===== src/rtl/mapper_pkg.sv =====
package mapper_pkg;

  typedef enum logic [1:0] {
    CPU_NONE = 2'd0,
    CPU_WRAM = 2'd1,
    CPU_PRG  = 2'd2
  } cpu_sel_e;

  typedef enum logic [1:0] {
    PPU_NONE = 2'd0,
    PPU_CHR  = 2'd1,
    PPU_NT   = 2'd2
  } ppu_sel_e;

  localparam logic [15:0] REG_PRG_ADDR = 16'h7FFD;
  localparam logic [15:0] REG_CHR_BASE = 16'h7FFE;
  localparam int          NUM_CHR_REGS = 2;
  localparam int          CHR_REG_W    = 4;
  localparam int          WRAM_AW      = 13;
  localparam int          NT_AW        = 11;

  function automatic cpu_sel_e cpu_region(input logic [15:0] a);
    if (a[15])                 return CPU_PRG;
    else if (a[14:13] == 2'b11) return CPU_WRAM;
    else                       return CPU_NONE;
  endfunction

  function automatic ppu_sel_e ppu_region(input logic [13:0] a);
    if (!a[13])                 return PPU_CHR;
    else if (a[12:8] == 5'h1F)  return PPU_NONE;
    else                        return PPU_NT;
  endfunction

endpackage


===== src/rtl/mapper_bank_regs.sv =====
module mapper_bank_regs
  import mapper_pkg::*;
(
  input  logic                               clk_i,
  input  logic                               rst_ni,
  input  logic                               we_i,
  input  logic [15:0]                        addr_i,
  input  logic [CHR_REG_W-1:0]               wdata_i,
  output logic                               prg_bank_o,
  output logic [NUM_CHR_REGS-1:0][CHR_REG_W-1:0] chr_bank_o
);

  logic prg_q;
  logic [NUM_CHR_REGS-1:0][CHR_REG_W-1:0] chr_q;

  always_ff @(posedge clk_i or negedge rst_ni) begin
    if (!rst_ni) begin
      prg_q <= 1'b0;
    end else if (we_i && addr_i == REG_PRG_ADDR) begin
      prg_q <= wdata_i[0];
    end
  end

  for (genvar g = 0; g < NUM_CHR_REGS; g++) begin : g_chr_reg
    localparam logic [15:0] RegAddr = REG_CHR_BASE + 16'(g);
    always_ff @(posedge clk_i or negedge rst_ni) begin
      if (!rst_ni) begin
        chr_q[g] <= '0;
      end else if (we_i && addr_i == RegAddr) begin
        chr_q[g] <= wdata_i;
      end
    end
  end

  assign prg_bank_o = prg_q;
  assign chr_bank_o = chr_q;

endmodule


===== src/rtl/mapper_cpu_side.sv =====
module mapper_cpu_side
  import mapper_pkg::*;
#(
  parameter int PRG_BANKS = 2,
  parameter int PRG_AW    = 16
) (
  input  logic               clk_i,
  input  logic               rst_ni,
  input  logic [15:0]        cpu_addr_i,
  input  logic [7:0]         cpu_wdata_i,
  input  logic               cpu_we_i,
  output logic [7:0]         cpu_rdata_o,
  input  logic               prg_bank_i,
  output logic               wram_cs_o,
  output logic               wram_we_o,
  output logic [WRAM_AW-1:0] wram_addr_o,
  output logic [7:0]         wram_wdata_o,
  input  logic [7:0]         wram_rdata_i,
  output logic               prg_cs_o,
  output logic [PRG_AW-1:0]  prg_addr_o,
  input  logic [7:0]         prg_rdata_i
);

  localparam int PRG_BW = PRG_AW - 15;

  cpu_sel_e sel_d, sel_q;
  logic [PRG_BW-1:0] bank_mod;

  assign sel_d    = cpu_region(cpu_addr_i);
  // wrap onto banks actually present
  assign bank_mod = PRG_BW'(32'(prg_bank_i) % PRG_BANKS);

  assign wram_cs_o    = (sel_d == CPU_WRAM);
  assign wram_we_o    = wram_cs_o && cpu_we_i;
  assign wram_addr_o  = cpu_addr_i[WRAM_AW-1:0];
  assign wram_wdata_o = cpu_wdata_i;

  assign prg_cs_o   = (sel_d == CPU_PRG);
  assign prg_addr_o = {bank_mod, cpu_addr_i[14:0]};

  always_ff @(posedge clk_i or negedge rst_ni) begin
    if (!rst_ni) sel_q <= CPU_NONE;
    else         sel_q <= sel_d;
  end

  always_comb begin
    unique case (sel_q)
      CPU_WRAM: cpu_rdata_o = wram_rdata_i;
      CPU_PRG:  cpu_rdata_o = prg_rdata_i;
      default:  cpu_rdata_o = 8'h00;
    endcase
  end

endmodule


===== src/rtl/mapper_ppu_side.sv =====
module mapper_ppu_side
  import mapper_pkg::*;
#(
  parameter int CHR_BANKS = 12,
  parameter int CHR_AW    = 16
) (
  input  logic                                   clk_i,
  input  logic                                   rst_ni,
  input  logic [13:0]                            ppu_addr_i,
  input  logic [7:0]                             ppu_wdata_i,
  input  logic                                   ppu_we_i,
  output logic [7:0]                             ppu_rdata_o,
  input  logic [NUM_CHR_REGS-1:0][CHR_REG_W-1:0] chr_bank_i,
  output logic                                   chr_cs_o,
  output logic                                   chr_we_o,
  output logic [CHR_AW-1:0]                      chr_addr_o,
  output logic [7:0]                             chr_wdata_o,
  input  logic [7:0]                             chr_rdata_i,
  output logic                                   nt_cs_o,
  output logic                                   nt_we_o,
  output logic [NT_AW-1:0]                       nt_addr_o,
  output logic [7:0]                             nt_wdata_o,
  input  logic [7:0]                             nt_rdata_i
);

  localparam int CHR_BW = CHR_AW - 12;

  ppu_sel_e sel_d, sel_q;
  logic [CHR_REG_W-1:0] bank_raw;
  logic [CHR_BW-1:0]    bank_mod;

  assign sel_d    = ppu_region(ppu_addr_i);
  assign bank_raw = chr_bank_i[ppu_addr_i[12]];
  assign bank_mod = CHR_BW'(32'(bank_raw) % CHR_BANKS);

  assign chr_cs_o    = (sel_d == PPU_CHR);
  assign chr_we_o    = chr_cs_o && ppu_we_i;
  assign chr_addr_o  = {bank_mod, ppu_addr_i[11:0]};
  assign chr_wdata_o = ppu_wdata_i;

  // fixed horizontal arrangement: bit 11 picks the page, bit 10 dropped
  assign nt_cs_o    = (sel_d == PPU_NT);
  assign nt_we_o    = nt_cs_o && ppu_we_i;
  assign nt_addr_o  = {ppu_addr_i[11], ppu_addr_i[9:0]};
  assign nt_wdata_o = ppu_wdata_i;

  always_ff @(posedge clk_i or negedge rst_ni) begin
    if (!rst_ni) sel_q <= PPU_NONE;
    else         sel_q <= sel_d;
  end

  always_comb begin
    unique case (sel_q)
      PPU_CHR: ppu_rdata_o = chr_rdata_i;
      PPU_NT:  ppu_rdata_o = nt_rdata_i;
      default: ppu_rdata_o = 8'h00;
    endcase
  end

endmodule


===== src/rtl/cart_bank_mapper.sv =====
module cart_bank_mapper
  import mapper_pkg::*;
#(
  parameter int PRG_BANKS = 2,
  parameter int CHR_BANKS = 12,
  parameter int PRG_AW    = 15 + ((PRG_BANKS > 1) ? $clog2(PRG_BANKS) : 1),
  parameter int CHR_AW    = 12 + ((CHR_BANKS > 1) ? $clog2(CHR_BANKS) : 1)
) (
  input  logic              clk_i,
  input  logic              rst_ni,
  input  logic [15:0]       cpu_addr_i,
  input  logic [7:0]        cpu_wdata_i,
  input  logic              cpu_we_i,
  output logic [7:0]        cpu_rdata_o,
  output logic              wram_cs_o,
  output logic              wram_we_o,
  output logic [12:0]       wram_addr_o,
  output logic [7:0]        wram_wdata_o,
  input  logic [7:0]        wram_rdata_i,
  output logic              prg_cs_o,
  output logic [PRG_AW-1:0] prg_addr_o,
  input  logic [7:0]        prg_rdata_i,
  input  logic [13:0]       ppu_addr_i,
  input  logic [7:0]        ppu_wdata_i,
  input  logic              ppu_we_i,
  output logic [7:0]        ppu_rdata_o,
  output logic              chr_cs_o,
  output logic              chr_we_o,
  output logic [CHR_AW-1:0] chr_addr_o,
  output logic [7:0]        chr_wdata_o,
  input  logic [7:0]        chr_rdata_i,
  output logic              nt_cs_o,
  output logic              nt_we_o,
  output logic [10:0]       nt_addr_o,
  output logic [7:0]        nt_wdata_o,
  input  logic [7:0]        nt_rdata_i
);

  logic prg_bank;
  logic [NUM_CHR_REGS-1:0][CHR_REG_W-1:0] chr_bank;

  mapper_bank_regs i_regs (
    .clk_i      (clk_i),
    .rst_ni     (rst_ni),
    .we_i       (cpu_we_i),
    .addr_i     (cpu_addr_i),
    .wdata_i    (cpu_wdata_i[CHR_REG_W-1:0]),
    .prg_bank_o (prg_bank),
    .chr_bank_o (chr_bank)
  );

  mapper_cpu_side #(
    .PRG_BANKS (PRG_BANKS),
    .PRG_AW    (PRG_AW)
  ) i_cpu (
    .clk_i        (clk_i),
    .rst_ni       (rst_ni),
    .cpu_addr_i   (cpu_addr_i),
    .cpu_wdata_i  (cpu_wdata_i),
    .cpu_we_i     (cpu_we_i),
    .cpu_rdata_o  (cpu_rdata_o),
    .prg_bank_i   (prg_bank),
    .wram_cs_o    (wram_cs_o),
    .wram_we_o    (wram_we_o),
    .wram_addr_o  (wram_addr_o),
    .wram_wdata_o (wram_wdata_o),
    .wram_rdata_i (wram_rdata_i),
    .prg_cs_o     (prg_cs_o),
    .prg_addr_o   (prg_addr_o),
    .prg_rdata_i  (prg_rdata_i)
  );

  mapper_ppu_side #(
    .CHR_BANKS (CHR_BANKS),
    .CHR_AW    (CHR_AW)
  ) i_ppu (
    .clk_i       (clk_i),
    .rst_ni      (rst_ni),
    .ppu_addr_i  (ppu_addr_i),
    .ppu_wdata_i (ppu_wdata_i),
    .ppu_we_i    (ppu_we_i),
    .ppu_rdata_o (ppu_rdata_o),
    .chr_bank_i  (chr_bank),
    .chr_cs_o    (chr_cs_o),
    .chr_we_o    (chr_we_o),
    .chr_addr_o  (chr_addr_o),
    .chr_wdata_o (chr_wdata_o),
    .chr_rdata_i (chr_rdata_i),
    .nt_cs_o     (nt_cs_o),
    .nt_we_o     (nt_we_o),
    .nt_addr_o   (nt_addr_o),
    .nt_wdata_o  (nt_wdata_o),
    .nt_rdata_i  (nt_rdata_i)
  );

endmodule


===== config.mk =====
export PLATFORM = sky130hd
export DESIGN_NAME = cart_bank_mapper
export DESIGN_NICKNAME = d
export VERILOG_FILES = /design/src/rtl/mapper_pkg.sv /design/src/rtl/mapper_bank_regs.sv /design/src/rtl/mapper_cpu_side.sv /design/src/rtl/mapper_ppu_side.sv /design/src/rtl/cart_bank_mapper.sv
export SDC_FILE = /design/constraint.sdc
export NUM_CORES = 1
export LEC_CHECK = 0
export BUFFER_PORTS_ARGS = -buffer_cell sky130_fd_sc_hd__buf_2
export CAP_MARGIN = 10
export CORE_ASPECT_RATIO = 0.6
export CORE_MARGIN = 10
export CORE_UTILIZATION = 36
export CTS_BUF_LIST = sky130_fd_sc_hd__clkbuf_8
export CTS_CLUSTER_SIZE = 24
export DETAILED_ROUTE_END_ITERATION = 7
export PLACE_DENSITY = 0.89
export SKIP_LAST_GASP = 1
export SYNTH_ARGS = -nofsm -noshare
export SYNTH_HDL_FRONTEND = slang
export SYNTH_SLANG_ARGS = --single-unit

===== constraint.sdc =====
create_clock -name clk_i -period 1.5 [get_ports clk_i]
set_input_delay 0.075 -clock clk_i [delete_from_list [all_inputs] [get_ports clk_i]]
set_output_delay 0.075 -clock clk_i [all_outputs]
set_load 0.01 [all_outputs]

==> flow_summary.json, run 1 <==
{
  "peakVddDrop_v": 0.000439,
  "core_area_um2": 3790,
  "nFillCells": 393,
  "rows": 17,
  "globalRoute.totalOverflow": 0,
  "cts_root_buffer": "clkbuf_8",
  "wl_um": 4680,
  "timing.rr.start": "i_regs.chr_bank_o[3]",
  "drc": 0,
  "powerDensity_nw_per_um2": 609,
  "grt_pass1_wl_um": 7070,
  "finalSetupTns_ns": 0,
  "grt_pass1_vias": 1375,
  "area_growth_syn_to_layout_pct": 11.7,
  "pin_count": 185,
  "viasPerCell": 4.58,
  "path_max_fanout": 8,
  "clk_path_buf_depth": 2,
  "ys.flop_type": "dfrtp_1",
  "die_x_um": 102,
  "yosysSeqAreaShare_pct": 22.2,
  "r2r_slack_ns": 0.72,
  "gp_congestion": 0.695,
  "postSynthAreaPerCell_um2": 8.45,
  "worstRegToRegCells": 1,
  "synth_edf_count": 0,
  "htree_num_levels": 1,
  "nNetsFinal": 311,
  "crit_start": "i_cpu.sel_q[0]",
  "crit_path_max_incr_delay_ns": 0.38,
  "cp-start-kind": "register",
  "ys_seq_elements": 13,
  "finClkSkew_ns": 0,
  "drive_gt1_share_pct": 66.5,
  "utilization_pct": 43.2,
  "crit_slowest_cell": "dfrtp_1",
  "cts-buffers-inserted": 3,
  "ant_nets": 0,
  "grt_max_degree": 14,
  "ys_types": 23,
  "worstSetupEndpointType": "output pin",
  "synth_nets": 259,
  "fmax_ghz": 0.733,
  "yosys_warnings": 0,
  "multi_input_area_um2": 510,
  "drv_slew": 0,
  "critPathRequiredTime_ns": 1.42,
  "die-area_um2": 7100,
  "syn_inst": 173,
  "crit_end": "cpu_rdata_o[5]",
  "first_pass_iters": 4,
  "postCtsSetupRepairBufs": 0,
  "path_class": "reg -> out",
  "hold_violations": 0,
  "grt_setup_unrepaired": "no",
  "post-route-period-util_pct": 90.9,
  "num_vias": 1242,
  "hold_path.class": "in -> reg",
  "avgRoutedWirePerCell_um": 17.3,
  "min_period_ns": 1.36,
  "reg2reg_to": "i_regs.chr_bank_o[3]",
  "ys_top_cells_by_area": "buf_4, dfrtp_1, mux2_2",
  "power_leakage_nw": 0.978,
  "synthesis.area_um2": 1460,
  "clkTransAtPathRegs_ns": 0.05,
  "antenna_found_initial": 0,
  "max_cap_violations": 0,
  "die_h_um": 69.4,
  "cts_tree": "built",
  "yosysTopAreaCell": "buf_4",
  "crit_chain": "inv_1 -> ha_2 -> a22oi_1 -> nor2_1 -> buf_2",
  "grt_util_all_layers_pct": 12.2,
  "relSlewSlack_pct": 79.7,
  "clock_sinks": 13,
  "seq_area_um2": 325,
  "status": "complete, no violations",
  "synth_top_area_share_pct": 39.0,
  "drt-initial-drc-count": 34,
  "antenna_cells": 0,
  "synthArstFlopShare_pct": 100,
  "hpwl_um": 4170,
  "port_buffers": 128,
  "worstMarginPinSlew_ns": 0.304,
  "crit_arrival_ns": 1.29,
  "initial_core_util_pct": 38.6,
  "finalSetupViolations": 0,
  "clock_latency_ns": 0.24
}
power by group:
part / switching, W / internal (W)
logic: 0.000177 / 0.000158
registers: 0.00000332 / 0.000357
clock network: 0.000119 / 0.000180
routing by layer:
metal	track usage [%]	vias up	part of all wire, %
li1	-	600	-
met1	11.7	556	33
met2	23.3	72	54
met3	5.26	14	12
met4	2.47	0	1.4
met5	0	-	0
worst max-delay path: cells and delay by family (launching register included):
kind                       cells  cell delay, ns
AOI/OAI and AO/OA              1            0.11
adders and majority gates      1            0.25
buffers and inverters          2            0.20
DFF                            1            0.38
and+or+nand+nor                1            0.10
timing repair:
action / in CTS / in global routing
endpoints found under the hold margin: 14 / 0
endpoints found under the setup margin: 0 / 16
resized for setup: 0 / 4
hold buffers: 2 / 0
through the flow:
step                hold slack [ns]  power, W  cell area (µm²)  setup WS [ns]  cells
global placement            -0.0156  0.000694             1560          0.250    265
detailed placement          -0.0157  0.000701             1560          0.198    265
floorplan                    -0.221  0.000665             1460          0.378    173
global route                 0.0149   0.00107             1630         0.0116    271
CTS                          0.0200   0.00102             1620         0.0336    271
finish                       0.0250  0.000995             1630          0.136    271
Yosys cell counts (2+ instances only):
cell	count
inv_1	9
buf_4	76
a22oi_1	16
nand4_1	3
mux2_2	11
and2_1	2
dfrtp_1	13
buf_1	2
nor2_1	18
ha_1	4
nand2_1	4
clkbuf_1	4
sequential cells by signal (all words and copies together), names as in the netlist:
name / flops
i_regs.chr_bank_o: 8
i_regs.prg_bank_o: 1
i_ppu.sel_q: 2
i_cpu.sel_q: 2
logic make-up after synthesis:
logic type | share of synthesized area [%]
mux | 8.47
fa+ha+maj | 3.42
buf+inv | 43.5
flops | 22.2
simple gates | 12.4
compound gates | 9.92
cell usage in the layout, fill, tap and decap left out, types with 2 or more instances in the layout:
master / instances
nand2_1: 4
and2_1: 2
clkbuf_8: 3
nor2_1: 18
mux2_2: 11
ha_2: 4
dlygate4sd3_1: 2
a22oi_1: 16
buf_2: 128
dfrtp_1: 13
inv_1: 10
nand4_1: 3
worst min path at each step:
stage,end,from,cells past startpoint,slack [ns]
2_1_floorplan,i_cpu.sel_q[0],rst_ni,0,-0.22
3_3_place_gp,i_regs.chr_bank_o[7],rst_ni,1,-0.02
3_5_place_dp,i_regs.chr_bank_o[4],rst_ni,1,-0.02
4_1_cts,i_ppu.sel_q[0],ppu_addr_i[13],2,0.02
5_1_grt,i_ppu.sel_q[0],ppu_addr_i[13],2,0.01
6_report,i_ppu.sel_q[0],ppu_addr_i[13],2,0.02
cell type report:
| cell class | count | share of cell area (%) |
|---|---|---|
| Clock buffer | 3 | 2.53 |
| Clock inverter | 1 | 0.230 |
| Inverter | 9 | 2.07 |
| Multi-Input combinational cell | 68 | 31.2 |
| Sequential cell | 13 | 19.9 |
| Tap cell | 47 | 3.60 |
| Timing Repair Buffer | 130 | 40.4 |
(Power assumes the default switching activity.)
==> inputs of run 2 (changes only) <==
--- a/config.mk
+++ b/config.mk
@@ -5,15 +5,16 @@
 export SDC_FILE = /design/constraint.sdc
 export NUM_CORES = 1
 export LEC_CHECK = 0
+export ABC_AREA = 1
 export BUFFER_PORTS_ARGS = -buffer_cell sky130_fd_sc_hd__buf_2
 export CAP_MARGIN = 10
 export CORE_ASPECT_RATIO = 0.6
 export CORE_MARGIN = 10
-export CORE_UTILIZATION = 36
+export CORE_UTILIZATION = 37
 export CTS_BUF_LIST = sky130_fd_sc_hd__clkbuf_8
 export CTS_CLUSTER_SIZE = 24
 export DETAILED_ROUTE_END_ITERATION = 7
-export PLACE_DENSITY = 0.89
+export PLACE_DENSITY = 0.88
 export SKIP_LAST_GASP = 1
 export SYNTH_ARGS = -nofsm -noshare
 export SYNTH_HDL_FRONTEND = slang
==> run 2 against run 1 <==
Synthesized area increased by 8.2%. Utilization fell by 0.17 points. Register-to-register slack better by 0.07 ns. Hold slack worse by 0.013 ns. Count of clock-buffer cells in the layout unchanged. Worst setup slack worse by 0.019 ns. Power rose by 3.4%. Critical path depth is the same. Sequential share of layout area fell by 1.5 points. Combinational power up 6.3%. Highest routed layer unchanged.
==> flow_summary.json, run 2 <==
{
  "synthesis.area_um2": 1580,
  "hpwl_um": 4170,
  "critPathRequiredTime_ns": 1.42,
  "status": "complete, no violations",
  "avgRoutedWirePerCell_um": 13.7,
  "p_sw_w": 0.000330,
  "ant_nets": 0,
  "min_period_ns": 1.38,
  "grt_busiest_layer": "met2",
  "die_h_um": 70.7,
  "synth_nets": 322,
  "hold_path.class": "in -> reg",
  "clk_path_buf_depth": 2,
  "first_pass_iters": 4,
  "nNetsFinal": 373,
  "internal_power_w": 0.000698,
  "worstSetupEndpointType": "output pin",
  "pre_cts_ws_ns": 0.315,
  "yosys_warnings": 0,
  "path_max_fanout": 8,
  "finalSetupViolations": 0,
  "htree_num_levels": 1,
  "num_vias": 1446,
  "cts-buffers-inserted": 3,
  "yosysSeqAreaShare_pct": 20.6,
  "globalRoute.totalOverflow": 0,
  "synth.most_common_cell": "buf_4",
  "ys.flop_type": "dfrtp_1",
  "viasPerCell": 4.18,
  "comb_power_share_pct": 34.8,
  "cts_tree": "built",
  "wl_um": 4760,
  "relSlewSlack_pct": 80.0,
  "finalPower_w": 0.00103,
  "synth_common_cells": "buf_4, nand2_1, inv_1",
  "peakVddDrop_v": 0.000563,
  "p_seq_share_pct": 34.9,
  "grt_max_degree": 14,
  "cp-start-kind": "register",
  "post-route-period-util_pct": 92.1,
  "crit_start": "i_cpu.sel_q[0]",
  "ys_types": 19,
  "grt_util_all_layers_pct": 12.1,
  "final_cell_mix": "buf_2, nand2_1, inv_1",
  "p_clk_share_pct": 30.3,
  "crit_arrival_ns": 1.31,
  "gr-usage-met3_pct": 5.79,
  "min_from": "ppu_addr_i[13]",
  "powerDensity_nw_per_um2": 580,
  "port_buffers": 128,
  "grt_pass1_wl_um": 7580,
  "ys_seq_elements": 13,
  "drt-initial-drc-count": 32,
  "postSynthAreaPerCell_um2": 6.71,
  "finClkSkew_ns": 0,
  "die-area_um2": 7380,
  "fmax_ghz": 0.723,
  "antenna_cells": 0,
  "drive_gt1_share_pct": 51.0,
  "clkTransAtPathRegs_ns": 0.05,
  "ys_top_cells_by_area": "buf_4, dfrtp_1, nand2_1",
  "drv_slew": 0,
  "antenna_found_initial": 0,
  "yosysTopAreaCell": "buf_4",
  "clock_latency_ns": 0.24,
  "gp_congestion": 0.811,
  "syn_inst": 236,
  "hold_violations": 0,
  "r2r_slack_ns": 0.79,
  "initial_core_util_pct": 38.4,
  "grt_pass1_vias": 1502,
  "use_met1_pct": 12.3,
  "worstMarginPinSlew_ns": 0.299,
  "synth_top_area_share_pct": 36.0,
  "grt_setup_unrepaired": "yes",
  "power_leakage_nw": 1.07,
  "timing.rr.start": "i_regs.prg_bank_o",
  "path_class": "reg -> out",
  "core_area_um2": 4120,
  "setup_slack_ns": 0.118,
  "grt.met2_usage_pct": 22.0,
  "largest_reg_flops": 8,
  "pin_count": 185,
  "layout_commonest_cell": "buf_2",
  "drc": 0,
  "hold_slack_ns": 0.0120,
  "swShare_pct": 32.1,
  "rows": 18,
  "area_growth_syn_to_layout_pct": 11.9,
  "synth_edf_count": 0,
  "clock_sinks": 13,
  "max_cap_violations": 0,
  "cts_root_buffer": "clkbuf_8",
  "synthArstFlopShare_pct": 100,
  "die_x_um": 104
}
[run 2: cell families (layout without fill, tap and decap cells)]
kind of cell / count (synthesis) / after routing / share of synthesized area (%)
AOI/OAI and AO/OA: 30 / 30 / 9.64
adders and majority gates: 4 / 4 / 3.16
buffers and inverters: 107 / 157 / 43.6
DFF: 13 / 13 / 20.6
and+or+nand+nor: 82 / 82 / 23.1
[run 2: final timing paths]
check / to / cells after the start
worst min-delay path: i_ppu.sel_q[0] / 2
max in group asynchronous: i_ppu.sel_q[1] / 2
min in group asynchronous: i_regs.prg_bank_o / 2
worst max-delay path: cpu_rdata_o[7] / 5
worst max register to register: i_regs.prg_bank_o / 3
worst min register to register: i_regs.chr_bank_o[6] / 2
[run 2: final cells by class]
type / count / area, µm²
fillers: 445 / 2350
repair buffers: 130 / 661
multi-input cells: 116 / 578
flip-flops and latches: 13 / 325
inverters: 23 / 86.3
well taps: 60 / 75.1
clock buffers: 3 / 41.3
clock inverters: 1 / 5.00
[run 2: timing repair]
| item | in CTS | in global routing |
|---|---|---|
| setup endpoints to repair | 0 | 16 |
| hold endpoints to repair | 14 | 0 |
| setup buffers | 0 | 0 |
| hold buffers | 2 | 0 |
| gates resized for setup | 0 | 4 |
[run 2: metal layers]
layer  vias to the layer above  wire length (µm)
li1                        744                 -
met1                       622              1790
met3                        15               426
met4                         0                97
met2                        65              2440
met5                         -                 0
[run 2: power by group through the flow]
| stage | Sequential, W | Combinational (W) | Clock, W |
|---|---|---|---|
| floorplan | 0.000365 | 0.000315 | 0 |
| global placement | 0.000365 | 0.000350 | 0 |
| detailed placement | 0.000365 | 0.000356 | 0 |
| CTS | 0.000359 | 0.000362 | 0.000327 |
| global route | 0.000360 | 0.000401 | 0.000349 |
| finish | 0.000359 | 0.000357 | 0.000312 |
[run 2: critical path: stages (launching register included)]
cell and delay [ns]:
dfrtp_1 0.38, inv_1 0.06, ha_2 0.25, nand2_1 0.06, a21oi_1 0.15, buf_2 0.16
[run 2: through the flow]
stage	setup TNS, ns	utilization (%)	instances	area (µm²)
2_1_floorplan	0	-	236	1580
3_5_place_dp	0	41.1	340	1700
5_1_grt	-0.0740	43.0	346	1770
4_1_cts	0	42.7	346	1760
6_report	0	43.0	346	1770
3_3_place_gp	0	41.1	340	1700
